File: src/rtl/prt_pkg.sv
package prt_pkg;
  typedef enum logic {
    MSG_STOP  = 1'b0,
    MSG_START = 1'b1
  } prt_kind_e;
endpackage

File: src/rtl/prt_store.sv
module prt_store
  import prt_pkg::*;
#(
  parameter int NPROC = 4,
  parameter int AW    = 16,
  localparam int PW   = (NPROC > 1) ? $clog2(NPROC) : 1
) (
  input  logic                      clk,
  input  logic                      rst,
  input  logic                      msg_vld,
  input  logic                      msg_act,
  input  logic [PW-1:0]             msg_src,
  input  logic [AW-1:0]             msg_addr,
  input  logic                      msg_rd,
  output logic [NPROC-1:0]          valid_nx,
  output logic [NPROC-1:0][AW-1:0]  addr_nx,
  output logic [NPROC-1:0]          rd_nx
);
  logic [NPROC-1:0]         valid_q;
  logic [NPROC-1:0][AW-1:0] addr_q;
  logic [NPROC-1:0]         rd_q;

  for (genvar i = 0; i < NPROC; i++) begin : g_slot
    logic sel;
    assign sel = msg_vld && (msg_src == PW'(i));
    always_comb begin
      valid_nx[i] = valid_q[i];
      addr_nx[i]  = addr_q[i];
      rd_nx[i]    = rd_q[i];
      if (sel) begin
        valid_nx[i] = (prt_kind_e'(msg_act) == MSG_START);
        if (prt_kind_e'(msg_act) == MSG_START) begin
          addr_nx[i] = msg_addr;
          rd_nx[i]   = msg_rd;
        end
      end
    end
    always_ff @(posedge clk) begin
      if (rst) begin
        valid_q[i] <= 1'b0;
        addr_q[i]  <= '0;
        rd_q[i]    <= 1'b0;
      end else begin
        valid_q[i] <= valid_nx[i];
        addr_q[i]  <= addr_nx[i];
        rd_q[i]    <= rd_nx[i];
      end
    end
  end

  // a start fills the sender's slot
  a_r2_start_fills: assert property (@(posedge clk) disable iff (rst)
    (msg_vld && msg_act) |=> (valid_q[$past(msg_src)] && addr_q[$past(msg_src)] == $past(msg_addr)));

  // a stop empties the sender's slot
  a_r5_stop_empties: assert property (@(posedge clk) disable iff (rst)
    (msg_vld && !msg_act) |=> !valid_q[$past(msg_src)]);
endmodule

File: src/rtl/prt_cam.sv
module prt_cam #(
  parameter int NPROC = 4,
  parameter int AW    = 16
) (
  input  logic [NPROC-1:0]          valid,
  input  logic [NPROC-1:0][AW-1:0]  addr,
  input  logic [AW-1:0]             key,
  output logic [NPROC-1:0]          match
);
  for (genvar i = 0; i < NPROC; i++) begin : g_cmp
    assign match[i] = valid[i] && (addr[i] == key);
  end
endmodule

File: src/rtl/prt_pick.sv
module prt_pick #(
  parameter int NPROC = 4,
  localparam int PW   = (NPROC > 1) ? $clog2(NPROC) : 1
) (
  input  logic [NPROC-1:0] req,
  output logic             any,
  output logic [PW-1:0]    idx
);
  always_comb begin
    idx = '0;
    for (int i = NPROC - 1; i >= 0; i--) begin
      if (req[i]) idx = PW'(i);
    end
  end
  assign any = |req;

  // no lower-numbered requester exists below the chosen one
  always_comb begin
    if (any) a_r4_lowest_wins: assert ((req & ((NPROC'(1) << idx) - NPROC'(1))) == '0 && req[idx]);
  end
endmodule

File: src/rtl/prt_table.sv
module prt_table
  import prt_pkg::*;
#(
  parameter int NPROC    = 4,
  parameter int AW       = 16,
  parameter int LOCAL_ID = 0,
  localparam int PW      = (NPROC > 1) ? $clog2(NPROC) : 1
) (
  input  logic          clk,
  input  logic          rst,
  input  logic          msg_vld,
  input  logic          msg_act,
  input  logic [PW-1:0] msg_src,
  input  logic [AW-1:0] msg_addr,
  input  logic          msg_rd,
  input  logic          lk_vld,
  input  logic [AW-1:0] lk_addr,
  output logic          lk_hit,
  output logic [PW-1:0] lk_winner,
  output logic          lk_rd,
  output logic          loc_wait
);
  logic [NPROC-1:0]         valid_nx;
  logic [NPROC-1:0][AW-1:0] addr_nx;
  logic [NPROC-1:0]         rd_nx;
  logic [NPROC-1:0]         lk_match, wave_match;
  logic                     pick_any;
  logic [PW-1:0]            pick_idx;
  logic                     from_local, wave_d;

  prt_store #(.NPROC(NPROC), .AW(AW)) store_i (
    .clk(clk), .rst(rst), .msg_vld(msg_vld), .msg_act(msg_act),
    .msg_src(msg_src), .msg_addr(msg_addr), .msg_rd(msg_rd),
    .valid_nx(valid_nx), .addr_nx(addr_nx), .rd_nx(rd_nx)
  );

  prt_cam #(.NPROC(NPROC), .AW(AW)) lk_cam_i (
    .valid(valid_nx), .addr(addr_nx), .key(lk_addr), .match(lk_match)
  );

  prt_cam #(.NPROC(NPROC), .AW(AW)) wave_cam_i (
    .valid(valid_nx), .addr(addr_nx), .key(addr_nx[LOCAL_ID]), .match(wave_match)
  );

  prt_pick #(.NPROC(NPROC)) pick_i (
    .req(lk_match), .any(pick_any), .idx(pick_idx)
  );

  assign from_local = msg_vld && (msg_src == PW'(LOCAL_ID));
  assign wave_d = ((from_local && prt_kind_e'(msg_act) == MSG_STOP) || loc_wait)
                  && !(from_local && prt_kind_e'(msg_act) == MSG_START)
                  && (|wave_match);

  always_ff @(posedge clk) begin
    if (rst) begin
      lk_hit    <= 1'b0;
      lk_winner <= '0;
      lk_rd     <= 1'b0;
      loc_wait  <= 1'b0;
    end else begin
      lk_hit    <= lk_vld && pick_any;
      lk_winner <= (lk_vld && pick_any) ? pick_idx : '0;
      lk_rd     <= (lk_vld && pick_any) ? rd_nx[pick_idx] : 1'b0;
      loc_wait  <= wave_d;
    end
  end

  // an idle lookup cycle gives no hit
  a_r10_idle_no_hit: assert property (@(posedge clk) disable iff (rst)
    !lk_vld |=> !lk_hit);

  // the wait flag only starts on a stop from the local processor
  a_r9_wait_starts_on_stop: assert property (@(posedge clk) disable iff (rst)
    (!loc_wait && !(from_local && !msg_act)) |=> !loc_wait);

  // a miss reports processor 0 and write
  a_r3_miss_zero: assert property (@(posedge clk) disable iff (rst)
    !lk_hit |-> (lk_winner == '0 && !lk_rd));
endmodule

File: config.mk
export PLATFORM = sky130hd
export DESIGN_NAME = prt_table
export DESIGN_NICKNAME = d
export VERILOG_FILES = /design/src/rtl/prt_pkg.sv /design/src/rtl/prt_store.sv /design/src/rtl/prt_cam.sv /design/src/rtl/prt_pick.sv /design/src/rtl/prt_table.sv
export SDC_FILE = /design/constraint.sdc
export NUM_CORES = 1
export LEC_CHECK = 0
export BUFFER_PORTS_ARGS = -buffer_cell sky130_fd_sc_hd__buf_4
export CORE_ASPECT_RATIO = 1.75
export CORE_MARGIN = 2
export CORE_UTILIZATION = 45
export CTS_BUF_LIST = sky130_fd_sc_hd__clkbuf_16
export DETAILED_ROUTE_END_ITERATION = 10
export PLACE_DENSITY = 0.58
export SLEW_MARGIN = 30
export SYNTH_ARGS = -nofsm -noshare
export SYNTH_HDL_FRONTEND = slang
export SYNTH_SLANG_ARGS = --single-unit
File: constraint.sdc
create_clock -name clk -period 6.4 [get_ports clk]
set_clock_uncertainty 0.2 [all_clocks]
set_input_delay 0.96 -clock clk [delete_from_list [all_inputs] [get_ports clk]]
set_output_delay 0.96 -clock clk [all_outputs]
set_load 0.01 [all_outputs]
==> run_results.csv <==
group,metric,value,unit
critical_path,rrSetupSlack,3.19,ns
clock_tree,postCtsHoldBufs,0,
sta,rsz_0062_raised_after_global_routing,"false",
logic_synthesis,ys_async_sr_fraction,0,
power_and_ir_drop,power.share.sequential,0.383,
flow_run,maxCapViolCount,0,
logic_synthesis,syn_avg_cell_area,6.92,um^2
grt,vias_in_the_first_global_route,6757,
critical_path,critPathCaptureType,"flip-flop",
logic_synthesis,synth.yosys.warnings,0,
detailed_routing,number_of_violations_reported_at_the_end_of_detailed_routing_iteration_0,879,
logic_synthesis,synth_top_family_by_area,"compound AO/OA/AOI/OAI gates",
sta,finalSetupTns,0,ns
logic_synthesis,synth_xor_xnor_area_share,0.113,
place,weighted_congestion_reported_at_the_end_of_routability_driven_placement,0.981,
logic_synthesis,synth_enable_flop_cells,0,
critical_path,worstPathRequired,6.49,ns
clock_tree,post-cts-setup-buffers,0,
critical_path,crit_fanout,40,
power_and_ir_drop,share_comb_of_total_power,0.218,
clock_tree,cts_max_path_buffers,2,
critical_path,criticalPathCategory,"primary input to flip-flop",
power_and_ir_drop,power_per_cell_area,189,mW/mm^2
logic_synthesis,synth.area.mux_share,0.0328,
die,coreArea,0.0142,mm^2
critical_path,worst_setup_path_endpoint,"lk_rd$_SDFF_PP0_",
sta,final_critical_path_setup_slack,2.28,ns
detailed_routing,detail_route.first_pass.iterations,8,
logic_synthesis,synth_adder_area_share,0,
logic_synthesis,synth.distinct_cells,64,
power_and_ir_drop,cell_internal_pwr,0.892,mW
grt,grt_max_degree,75,
clock_tree,tritoncts.num_buffers,9,
die,chipWidth,94.8,um
logic_synthesis,synth-simple-area-share,0.226,
clock_tree,root_buffer,"sky130_fd_sc_hd__clkbuf_16",
die,io_pins,45,
sta,final_hold_viol_count,0,
grt,gr-usage-all-layers,0.376,
place,post-place-ws,1.91,ns
place,place_hpwl,20700,um
power_and_ir_drop,p_leak,2.67,nW
detailed_routing,ant_nets,0,
logic_synthesis,syn-cell-area,0.00649,mm^2
final_layout,nNetsFinal,944,
place,buffer_ports.inserted,44,
logic_synthesis,synth.net_count,979,
detailed_routing,drc,0,
sta,final.min_clock_period,4.12,ns
die,start_util,0.457,
clock_tree,cts_tree,"built",
power_and_ir_drop,power.clock.fraction,0.399,
sta,maxClockFrequency,243,MHz
critical_path,r2r_cells,8,
grt,grt_overflow_total,0,
final_layout,final_layout_size_suffix_gt1_frac,0.0946,
sta,timing_max_transition_violations_final,0,
critical_path,worstSetupStartpoint,"msg_src[0]",
critical_path,timing.rr.start,"store_i.addr_q[42]$_SDFF_PP0_",
grt,global_route_wire_length_before_repair,42500,um
detailed_routing,route.vias.total,7399,
critical_path,capturing_point_of_the_worst_reg2reg_path,"lk_rd$_SDFF_PP0_",
final_layout,seqCellArea,0.00154,mm^2
clock_tree,clock_tree.htree_level_count,3,
logic_synthesis,synth_sequential_area_ratio,0.237,
final_layout,antenna_cells,0,
clock_tree,postCtsResizedCells,0,
sta,timing.slew.headroom,0.426,
sta,worstMarginPinSlew,0.860,ns
die,die_area,0.0154,mm^2
die,row_count,58,
final_layout,layout.cells.most_common_list,"148 x sky130_fd_sc_hd__nand2_1, 95 x sky130_fd_sc_hd__a21oi_1, 80 x sky130_fd_sc_hd__o22ai_1",
sta,post-route-period-util,0.643,
min_path,timing.hold.worst.class,"flip-flop to flip-flop",
final_layout,area_delta_synth_final,8.32,%
logic_synthesis,postSynthCellCount,939,
detailed_routing,wl,29000,um
critical_path,worst_ep_arrival_time,4.21,ns
detailed_routing,via_per_inst,6.79,
die,die_height,163,um
logic_synthesis,yosys_register_bits,77,
clock_tree,clk_pin_slew,0.06,ns
status,outcome,"completed",
final_layout,fillers,1544,
logic_synthesis,synth_compound_gate_area_share,0.302,
sta,finalSetupViolations,0,
power_and_ir_drop,total_power,1.33,mW
detailed_routing,detail_route.wl_per_cell,26.7,um
final_layout,multi_input_comb_area,0.00441,mm^2
clock_tree,clock_insertion_delay_worst_skew,0.35,ns
min_path,holdPathStages,2,
power_and_ir_drop,netSwitchingFraction,0.328,
clock_tree,clkSinkCount,77,
logic_synthesis,synthFlopType,"sky130_fd_sc_hd__dfxtp_1",
final_layout,final_common_cell,"sky130_fd_sc_hd__nand2_1",
critical_path,worst_setup_path_start_kind,"primary input",
power_and_ir_drop,ir_worst_vdd,0.144,mV
grt,grt_antenna_before_repair,0,
power_and_ir_drop,power.net_switching,0.434,mW
## synth_stat cells (all sizes together) (2+ instances only)
cell       n  area share
a221oi    33       0.045
nor2b      6      0.0058
or2        4      0.0039
and3       2      0.0019
nand3b     2      0.0023
o2bb2ai    2      0.0027
buf       23       0.019
or3        2      0.0019
mux2i     19       0.029
nand2    148       0.086
o22ai     80       0.077
nor2      71       0.041
a22oi      7      0.0081
nor3      12       0.010
o2111ai    9       0.012
inv       45       0.026
o211ai     8      0.0092
a22o       7      0.0094
clkbuf    75       0.043
nand4     14       0.016
nand2b    13       0.013
o221ai     5      0.0067
nand4b     2      0.0027
mux2       2      0.0035
dfxtp     77        0.24
xnor2     29       0.039
xor2      55       0.074
a2111oi    4      0.0085
a211oi     5      0.0066
nand3     15       0.012
and2       3      0.0029
a21oi     95       0.073
o21ai     18       0.014
a222oi     2      0.0031
a31oi     14       0.013
and4b      2      0.0031
nor4      14       0.015
## worst min path at each step
stage / endpoint / slack (ns) / startpoint
3_5_place_dp: store_i.rd_q[2]$_SDFF_PP0_ / 0.25 / store_i.rd_q[2]$_SDFF_PP0_
5_1_grt: store_i.rd_q[2]$_SDFF_PP0_ / 0.29 / store_i.rd_q[2]$_SDFF_PP0_
6_report: store_i.rd_q[2]$_SDFF_PP0_ / 0.26 / store_i.rd_q[2]$_SDFF_PP0_
3_3_place_gp: store_i.rd_q[2]$_SDFF_PP0_ / 0.25 / store_i.rd_q[2]$_SDFF_PP0_
4_1_cts: store_i.rd_q[2]$_SDFF_PP0_ / 0.26 / store_i.rd_q[2]$_SDFF_PP0_
2_1_floorplan: store_i.rd_q[1]$_SDFF_PP0_ / 0.24 / store_i.rd_q[1]$_SDFF_PP0_
## critical path, stage by stage
cell	delay, ns
sky130_fd_sc_hd__buf_4	0.16
sky130_fd_sc_hd__and4b_1	0.33
sky130_fd_sc_hd__buf_4	0.48
sky130_fd_sc_hd__nand4_1	0.15
sky130_fd_sc_hd__nor3_1	0.28
sky130_fd_sc_hd__o21ai_0	0.18
sky130_fd_sc_hd__a211o_1	0.44
sky130_fd_sc_hd__a211oi_2	0.47
sky130_fd_sc_hd__mux2_2	0.39
sky130_fd_sc_hd__a211oi_1	0.20
sky130_fd_sc_hd__a31o_1	0.13
## final cells by class
class,instances,share of cell area
repair buffers,52,0.0555
multi-input cells,719,0.627
well taps,180,0.0320
flip-flops and latches,77,0.219
clock inverters,7,0.0103
clock buffers,9,0.0320
inverters,45,0.0240
## stage by stage
stage / std cells / util / hold WS [ns] / instance area [um^2]
6_report: 1089 / 0.495 / 0.256 / 7030
5_1_grt: 1089 / 0.495 / 0.293 / 7030
4_1_cts: 1089 / 0.494 / 0.259 / 7030
3_5_place_dp: 1073 / 0.474 / 0.249 / 6740
3_3_place_gp: 1073 / 0.474 / 0.247 / 6740
2_1_floorplan: 939 / - / 0.236 / 6490
## state kept, by name, indices dropped and copies added (netlist names)
signal           flops
store_i.rd_q         4
store_i.addr_q      64
loc_wait             1
lk_hit               1
lk_winner            2
lk_rd                1
store_i.valid_q      4
## power by group through the flow
stage          combinational, mW  clock (mW)  sequential, mW
2_1_floorplan              0.189           0           0.507
3_3_place_gp               0.278           0           0.518
3_5_place_dp               0.279           0           0.519
4_1_cts                    0.280       0.537           0.508
5_1_grt                    0.305       0.558           0.509
6_report                   0.289       0.529           0.509
## layer usage
metal / share of wire / track usage / up-vias
li1: - / - / 3308
met1: 0.36 / 0.447 / 3431
met2: 0.47 / 0.603 / 522
met3: 0.092 / 0.0754 / 138
met4: 0.079 / 0.251 / 0
met5: 0 / 0 / -
## kinds of logic after synthesis
logic type,count (synthesis)
xor+xnor,84
simple gates,316
compound gates,298
buf+inv,143
mux,21
flops,77
(Power assumes the default switching activity.)
